[config.mk]
export PLATFORM = sky130hd
export DESIGN_NAME = twi_eeprom_slave
export DESIGN_NICKNAME = d
export VERILOG_FILES = /design/src/rtl/twi_pkg.sv /design/src/rtl/twi_line_sync.sv /design/src/rtl/twi_bit_engine.sv /design/src/rtl/twi_nv_array.sv /design/src/rtl/twi_eeprom_slave.sv
export SDC_FILE = /design/constraint.sdc
export NUM_CORES = 2
export LEC_CHECK = 0
export ABC_AREA = 1
export BUFFER_PORTS_ARGS = -buffer_cell sky130_fd_sc_hd__buf_2
export CAP_MARGIN = 5
export CELL_PAD_IN_SITES_DETAIL_PLACEMENT = 0
export CELL_PAD_IN_SITES_GLOBAL_PLACEMENT = 1
export CORE_UTILIZATION = 45
export CTS_CLUSTER_SIZE = 8
export DETAILED_ROUTE_END_ITERATION = 7
export GPL_ROUTABILITY_DRIVEN = 0
export PLACE_DENSITY_LB_ADDON = 0.1
export SLEW_MARGIN = 30
export SYNTH_ARGS = -nofsm -noshare
export SYNTH_HDL_FRONTEND = slang
export SYNTH_HIERARCHICAL = 1
export SYNTH_SLANG_ARGS = --single-unit
[constraint.sdc]
create_clock -name clk -period 4 [get_ports clk]
set_input_delay 0 -clock clk [delete_from_list [all_inputs] [get_ports clk]]
set_output_delay 0 -clock clk [all_outputs]
set_load 0.05 [all_outputs]
[src/rtl/twi_pkg.sv]
package twi_pkg;
  localparam int WORD_W = 8;
  localparam int SEL_W  = 3;
  localparam logic [3:0] MEM_TYPE  = 4'b1010;
  localparam logic [3:0] LOCK_TYPE = 4'b0110;

  typedef enum logic [2:0] {
    E_IDLE, E_RX, E_ACKW, E_ACK, E_TX, E_TXACK, E_WAIT
  } eng_state_t;

  typedef enum logic [1:0] {
    PH_CTRL, PH_ADDR, PH_DATA, PH_LOCK
  } phase_t;

  // a location refuses data when the pin guards everything or the lock guards the low half
  function automatic logic is_guarded(input logic [WORD_W-1:0] a,
                                      input logic wp, input logic locked);
    return wp | (locked & ~a[WORD_W-1]);
  endfunction

  // next write address: low page bits roll over, upper bits hold
  function automatic logic [WORD_W-1:0] page_step(input logic [WORD_W-1:0] a,
                                                  input int page_w);
    logic [WORD_W-1:0] m;
    m = WORD_W'((1 << page_w) - 1);
    return (a & ~m) | ((a + WORD_W'(1)) & m);
  endfunction
endpackage

[src/rtl/twi_line_sync.sv]
module twi_line_sync #(
  parameter int SYNC_STAGES = 2
) (
  input  logic clk,
  input  logic rst_n,
  input  logic scl_in,
  input  logic sda_in,
  output logic sda_q,
  output logic scl_rise,
  output logic scl_fall,
  output logic start_det,
  output logic stop_det
);
  logic [SYNC_STAGES-1:0] scl_chain, sda_chain;
  logic scl_q, scl_prev, sda_prev;

  always_ff @(posedge clk or negedge rst_n) begin
    if (!rst_n) begin
      scl_chain <= '1;
      sda_chain <= '1;
      scl_prev  <= 1'b1;
      sda_prev  <= 1'b1;
    end else begin
      scl_chain <= {scl_chain[SYNC_STAGES-2:0], scl_in};
      sda_chain <= {sda_chain[SYNC_STAGES-2:0], sda_in};
      scl_prev  <= scl_q;
      sda_prev  <= sda_q;
    end
  end

  assign scl_q     = scl_chain[SYNC_STAGES-1];
  assign sda_q     = sda_chain[SYNC_STAGES-1];
  assign scl_rise  = scl_q & ~scl_prev;
  assign scl_fall  = ~scl_q & scl_prev;
  assign start_det = scl_q & scl_prev & sda_prev & ~sda_q;
  assign stop_det  = scl_q & scl_prev & ~sda_prev & sda_q;
endmodule

[src/rtl/twi_bit_engine.sv]
module twi_bit_engine
  import twi_pkg::*;
(
  input  logic              clk,
  input  logic              rst_n,
  input  logic              scl_rise,
  input  logic              scl_fall,
  input  logic              sda_q,
  input  logic              start_det,
  input  logic              stop_det,
  input  logic              ack_ok,
  input  logic              rd_after,
  input  logic [WORD_W-1:0] tx_byte,
  output logic              byte_done,
  output logic [WORD_W-1:0] rx_byte,
  output logic              tx_load,
  output logic              sda_pull,
  output logic              eng_idle
);
  eng_state_t        st;
  logic [2:0]        cnt;
  logic [WORD_W-2:0] shreg;
  logic [WORD_W-1:0] txsh;
  logic              ack_q, rd_q, mack_q;

  assign rx_byte   = {shreg, sda_q};
  assign byte_done = (st == E_RX) && scl_rise && (cnt == 3'd7);
  assign tx_load   = scl_fall && (((st == E_ACK) && rd_q) || ((st == E_TXACK) && mack_q));
  assign eng_idle  = (st == E_IDLE);

  always_ff @(posedge clk or negedge rst_n) begin
    if (!rst_n) begin
      st       <= E_IDLE;
      cnt      <= '0;
      shreg    <= '0;
      txsh     <= '0;
      ack_q    <= 1'b0;
      rd_q     <= 1'b0;
      mack_q   <= 1'b0;
      sda_pull <= 1'b0;
    end else if (start_det) begin
      st       <= E_RX;
      cnt      <= '0;
      sda_pull <= 1'b0;
    end else if (stop_det) begin
      st       <= E_IDLE;
      sda_pull <= 1'b0;
    end else begin
      unique case (st)
        E_RX: if (scl_rise) begin
          shreg <= rx_byte[WORD_W-2:0];
          if (cnt == 3'd7) begin
            st    <= E_ACKW;
            ack_q <= ack_ok;
            rd_q  <= ack_ok & rd_after;
          end else begin
            cnt <= cnt + 3'd1;
          end
        end
        E_ACKW: if (scl_fall) begin
          if (ack_q) begin
            sda_pull <= 1'b1;
            st       <= E_ACK;
          end else begin
            st <= E_WAIT;
          end
        end
        E_ACK: if (scl_fall) begin
          cnt <= '0;
          if (rd_q) begin
            txsh     <= tx_byte;
            sda_pull <= ~tx_byte[WORD_W-1];
            st       <= E_TX;
          end else begin
            sda_pull <= 1'b0;
            st       <= E_RX;
          end
        end
        E_TX: if (scl_fall) begin
          if (cnt == 3'd7) begin
            sda_pull <= 1'b0;
            st       <= E_TXACK;
          end else begin
            cnt      <= cnt + 3'd1;
            txsh     <= {txsh[WORD_W-2:0], 1'b0};
            sda_pull <= ~txsh[WORD_W-2];
          end
        end
        E_TXACK: begin
          if (scl_rise) mack_q <= ~sda_q;
          if (scl_fall) begin
            if (mack_q) begin
              txsh     <= tx_byte;
              sda_pull <= ~tx_byte[WORD_W-1];
              cnt      <= '0;
              st       <= E_TX;
            end else begin
              st <= E_WAIT;
            end
          end
        end
        default: ;
      endcase
    end
  end
endmodule

[src/rtl/twi_nv_array.sv]
module twi_nv_array
  import twi_pkg::*;
#(
  parameter int PAGE_W    = 4,
  parameter int WR_CYCLES = 200
) (
  input  logic              clk,
  input  logic              rst_n,
  input  logic [WORD_W-1:0] rd_addr,
  output logic [WORD_W-1:0] rd_data,
  input  logic              buf_open,
  input  logic              buf_wr,
  input  logic [WORD_W-1:0] buf_addr,
  input  logic [WORD_W-1:0] buf_data,
  input  logic              commit_req,
  input  logic              wp,
  input  logic              lock_req,
  output logic              busy,
  output logic              locked
);
  localparam int DEPTH    = 1 << WORD_W;
  localparam int PAGE_LEN = 1 << PAGE_W;
  localparam int HI_W     = WORD_W - PAGE_W;
  localparam int CNT_W    = $clog2(WR_CYCLES + 1);

  logic [WORD_W-1:0] mem   [DEPTH];
  logic [WORD_W-1:0] pbuf  [PAGE_LEN];
  logic [PAGE_LEN-1:0] valid;
  logic [HI_W-1:0]   page_hi;
  logic [CNT_W-1:0]  busy_cnt;
  logic              do_commit;

  assign do_commit = commit_req & (|valid) & ~wp & ~busy;
  assign busy      = (busy_cnt != '0);
  assign rd_data   = mem[rd_addr];

  always_ff @(posedge clk or negedge rst_n) begin
    if (!rst_n) begin
      valid    <= '0;
      page_hi  <= '0;
      busy_cnt <= '0;
      locked   <= 1'b0;
    end else begin
      if (lock_req) locked <= 1'b1;
      if (do_commit) busy_cnt <= CNT_W'(WR_CYCLES);
      else if (busy) busy_cnt <= busy_cnt - CNT_W'(1);
      if (buf_open || commit_req) begin
        valid <= '0;
      end else if (buf_wr) begin
        valid[buf_addr[PAGE_W-1:0]] <= 1'b1;
        page_hi <= buf_addr[WORD_W-1:PAGE_W];
      end
    end
  end

  generate
    for (genvar p = 0; p < PAGE_LEN; p++) begin : g_pbuf
      always_ff @(posedge clk or negedge rst_n) begin
        if (!rst_n) pbuf[p] <= '0;
        else if (buf_wr && (buf_addr[PAGE_W-1:0] == PAGE_W'(p))) pbuf[p] <= buf_data;
      end
    end
    for (genvar i = 0; i < DEPTH; i++) begin : g_cell
      localparam logic [WORD_W-1:0] IA = WORD_W'(i);
      always_ff @(posedge clk or negedge rst_n) begin
        if (!rst_n) mem[i] <= '1;
        else if (do_commit && (page_hi == IA[WORD_W-1:PAGE_W]) && valid[IA[PAGE_W-1:0]])
          mem[i] <= pbuf[IA[PAGE_W-1:0]];
      end
    end
  endgenerate
endmodule

[src/rtl/twi_eeprom_slave.sv]
module twi_eeprom_slave
  import twi_pkg::*;
#(
  parameter int PAGE_W      = 4,
  parameter int SYNC_STAGES = 2,
  parameter int WR_CYCLES   = 200
) (
  input  logic             clk,
  input  logic             rst_n,
  input  logic             scl_in,
  input  logic             sda_in,
  input  logic [SEL_W-1:0] dev_sel,
  input  logic             wr_protect,
  output logic             sda_pull
);
  logic              sda_q, scl_rise, scl_fall, start_det, stop_det;
  logic              byte_done, tx_load, eng_idle, ack_ok, rd_after;
  logic [WORD_W-1:0] rx_byte, rd_data, addr;
  logic              busy, locked, lock_arm;
  logic              dev_hit, lk_hit, buf_wr, buf_open, lock_req;
  phase_t            phase;

  twi_line_sync #(.SYNC_STAGES(SYNC_STAGES)) u_sync (
    .clk(clk), .rst_n(rst_n), .scl_in(scl_in), .sda_in(sda_in),
    .sda_q(sda_q), .scl_rise(scl_rise), .scl_fall(scl_fall),
    .start_det(start_det), .stop_det(stop_det)
  );

  twi_bit_engine u_eng (
    .clk(clk), .rst_n(rst_n), .scl_rise(scl_rise), .scl_fall(scl_fall),
    .sda_q(sda_q), .start_det(start_det), .stop_det(stop_det),
    .ack_ok(ack_ok), .rd_after(rd_after), .tx_byte(rd_data),
    .byte_done(byte_done), .rx_byte(rx_byte), .tx_load(tx_load),
    .sda_pull(sda_pull), .eng_idle(eng_idle)
  );

  twi_nv_array #(.PAGE_W(PAGE_W), .WR_CYCLES(WR_CYCLES)) u_arr (
    .clk(clk), .rst_n(rst_n), .rd_addr(addr), .rd_data(rd_data),
    .buf_open(buf_open), .buf_wr(buf_wr), .buf_addr(addr), .buf_data(rx_byte),
    .commit_req(stop_det), .wp(wr_protect), .lock_req(lock_req),
    .busy(busy), .locked(locked)
  );

  assign dev_hit = (rx_byte[7:4] == MEM_TYPE) && (rx_byte[3:1] == dev_sel);
  assign lk_hit  = (rx_byte[7:4] == LOCK_TYPE) && (rx_byte[3:1] == dev_sel) && !rx_byte[0];

  always_comb begin
    ack_ok   = 1'b0;
    rd_after = 1'b0;
    unique case (phase)
      PH_CTRL: begin
        ack_ok   = !busy && (dev_hit || lk_hit);
        rd_after = dev_hit && rx_byte[0];
      end
      PH_ADDR: ack_ok = 1'b1;
      PH_DATA: ack_ok = !is_guarded(addr, wr_protect, locked);
      default: ack_ok = 1'b0;
    endcase
  end

  assign buf_wr   = byte_done && ack_ok && (phase == PH_DATA);
  assign buf_open = byte_done && ack_ok && (phase == PH_CTRL) && dev_hit && !rx_byte[0];
  assign lock_req = stop_det && lock_arm;

  always_ff @(posedge clk or negedge rst_n) begin
    if (!rst_n) begin
      phase    <= PH_CTRL;
      addr     <= '0;
      lock_arm <= 1'b0;
    end else if (start_det || stop_det) begin
      phase    <= PH_CTRL;
      lock_arm <= 1'b0;
    end else begin
      if (tx_load) addr <= addr + WORD_W'(1);
      if (byte_done && ack_ok) begin
        unique case (phase)
          PH_CTRL: begin
            if (lk_hit) begin
              phase    <= PH_LOCK;
              lock_arm <= 1'b1;
            end else if (!rx_byte[0]) begin
              phase <= PH_ADDR;
            end
          end
          PH_ADDR: begin
            addr  <= rx_byte;
            phase <= PH_DATA;
          end
          PH_DATA: addr <= page_step(addr, PAGE_W);
          default: ;
        endcase
      end
    end
  end
endmodule

==> impl_metrics.tcl <==
set metrics [dict create \
    outcome "finished, violations left" \
    violations "setup timing" \
    endpoint_kind "register" \
    nNetsFinal 14600 \
    start_kind "register" \
    h-tree-depth 5 \
    num-fill-cells 23600 \
    rows 180 \
    worst_pin_slew_ns 1.08 \
    crit_chain "buf_12, buf_4, nand3_1, nand3_1, nand3_1, nand3_1, nand3_1, nand3_1, nand2_1, nand2_1, nand2_1, nand2_1, o21ai_0, nand2_2, o21ai_2" \
    rsz0062_at_grt "true" \
    firstDrtPassIters 7 \
    viasPerCell 5.87 \
    clock_sinks 2246 \
    path_max_fanout 38 \
    setup_violations 2 \
    grt_max_degree 132 \
    hold_viol 0 \
    power_density_nw_per_um2 555 \
    drive_above_1_share 0.215 \
    setup_slack_ns -0.123 \
    drc 0 \
    cp_slowest_stage_delay_ns 0.75 \
    io_pins 9 \
    wl_met1_mm 203 \
    routed.top_layer "met5" \
    crit_type "register to register" \
    avgSynthCellArea_sq_um 7.49 \
    wl_met3_mm 74.6 \
    clock_latency_ns 0.96 \
    finish.utilization 0.512 \
    mappedNetlistArea_sq_um 110000 \
    grt_pass1_vias 97300 \
    vdd_drop_max_uv 678 \
    finClkSkew_ns 0.0536 \
    cts_buffer_depth 4 \
    grt_overflow 0 \
    reg2reg_setup_slack_ns -0.12 \
    antenna_found_initial 24 \
    postRouteWirelength_mm 518 \
    min_path_type "input port to register" \
    io_buffers 8 \
    grt_pass1_wl_mm 722 \
    die_h_microns 496 \
    wl_per_cell_microns 29.1 \
    grt_util_all_layers 0.416 \
    drt_iter0_drc 14800 \
    dp_hpwl_mm 341 \
    fin_crit_ns 4.12 \
    tritoncts.num_buffers 332 \
    maxCapViolCount 0 \
    yosysWarningCount 6 \
    maxSlewViolCount 0 \
    finalCritPeriodShare 1.03 \
    preCtsSetupSlack_ns 0.259 \
    detail-route-antenna-nets 0 \
    crit_top_cell "nand3_1" \
    clk_pin_slew_ns 0.05 \
    cts_tree "built" \
    synth_cells 14600 \
    cp.arrival_ns 4.95 \
    timing.fmax_mhz 243 \
    via_count 105000 \
    initial_core_util 0.454 \
    final_cell_mix "nand2_1 (8750), nand3_1 (2056), dfstp_2 (2054)" \
    coreArea_sq_um 241000 \
    synth_nets 14700 \
    syn2layout_area_growth_pct 12.6 \
    met2WireLength_mm 202 \
    required_ns 4.83 \
    root_buffer "clkbuf_16" \
    p_leak_uw 0.0549 \
    design.die.area_sq_um 246000 \
    die_width_microns 496 \
    cp_slowest_cell "dfrtp_4" \
    layout.cells.most_common "nand2_1" \
    slew_headroom 0.281 \
]
[state kept, by name, summed over array words and instances, names as in the netlist, 2 cells and up]
register          count
u_arr/pbuf          128
u_eng/cnt             3
u_arr/busy_cnt        8
u_arr/mem          2048
u_eng/shreg           7
u_eng/st              3
u_arr/page_hi         4
u_sync/sda_chain      2
addr                  8
u_eng/txsh            7
phase                 2
u_arr/valid          16
u_sync/scl_chain      2
[path summary, 6_finish.rpt]
path                                                       to  depth (start not counted)                           from
worst max-delay path                u_eng/txsh[6]$_DFFE_PN0P_                         15            addr[1]$_DFFE_PN0P_
worst min register to register  u_sync/scl_chain[1]$_DFF_PN1_                          0  u_sync/scl_chain[0]$_DFF_PN1_
worst max register to register      u_eng/txsh[6]$_DFFE_PN0P_                         15            addr[1]$_DFFE_PN0P_
worst min-delay path            u_arr/busy_cnt[6]$_DFFE_PN0P_                          7                     wr_protect
max in group asynchronous          u_arr/pbuf[69]$_DFFE_PN0P_                          5                          rst_n
min in group asynchronous          u_arr/pbuf[44]$_DFFE_PN0P_                          4                          rst_n
[area by class of cell]
cell class / instances / area, sq um / share of cell area
Sequential cell: 2246 / 58900 / 0.477
Multi-Input combinational cell: 11500 / 47300 / 0.383
Clock buffer: 394 / 8610 / 0.0697
Timing Repair Buffer: 395 / 4100 / 0.0332
Tap cell: 3185 / 3990 / 0.0323
Inverter: 123 / 495 / 0.00401
Clock inverter: 14 / 130 / 0.00105
Antenna cell: 6 / 15.0 / 0.000122
[repair_timing]
item	CTS	global route
setup endpoints to repair	0	3
endpoints found under the hold margin	753	0
gates resized for setup	0	5
setup buffers	0	0
hold buffers	15	0
[worst max-delay path, delay by kind of cell (launching register included)]
family                 cells  cell delay, ns
AOI/OAI and AO/OA          2            0.16
and+or+nand+nor           11            2.20
buffers and inverters      2            0.78
DFF                        1            0.75
[through the flow]
stage	hold slack [ns]	power [uW]	cells	cell area, sq um	TNS (ns)
finish	0.221	68600	17800	124000	-0.141
detailed placement	0.00398	42400	17400	115000	0
global route	0.266	69700	17800	124000	-0.00521
floorplan	-0.296	32000	14600	110000	0
global placement	0.108	42400	17400	114000	0
CTS	0.191	67500	17800	123000	0
[report_power, final]
part           leakage, uW  internal (uW)  switching (uW)
Combinational       0.0270           4000           16200
Sequential          0.0237          23000             275
Clock              0.00427          14900           10200
Total               0.0549          41900           26700
[layer usage]
metal | vias to the layer above | track usage
met5 | - | 0.00598
met4 | 10 | 0.257
met3 | 1330 | 0.168
met2 | 6485 | 0.555
met1 | 51000 | 0.557
li1 | 45700 | -
(Power assumes the default switching activity.)
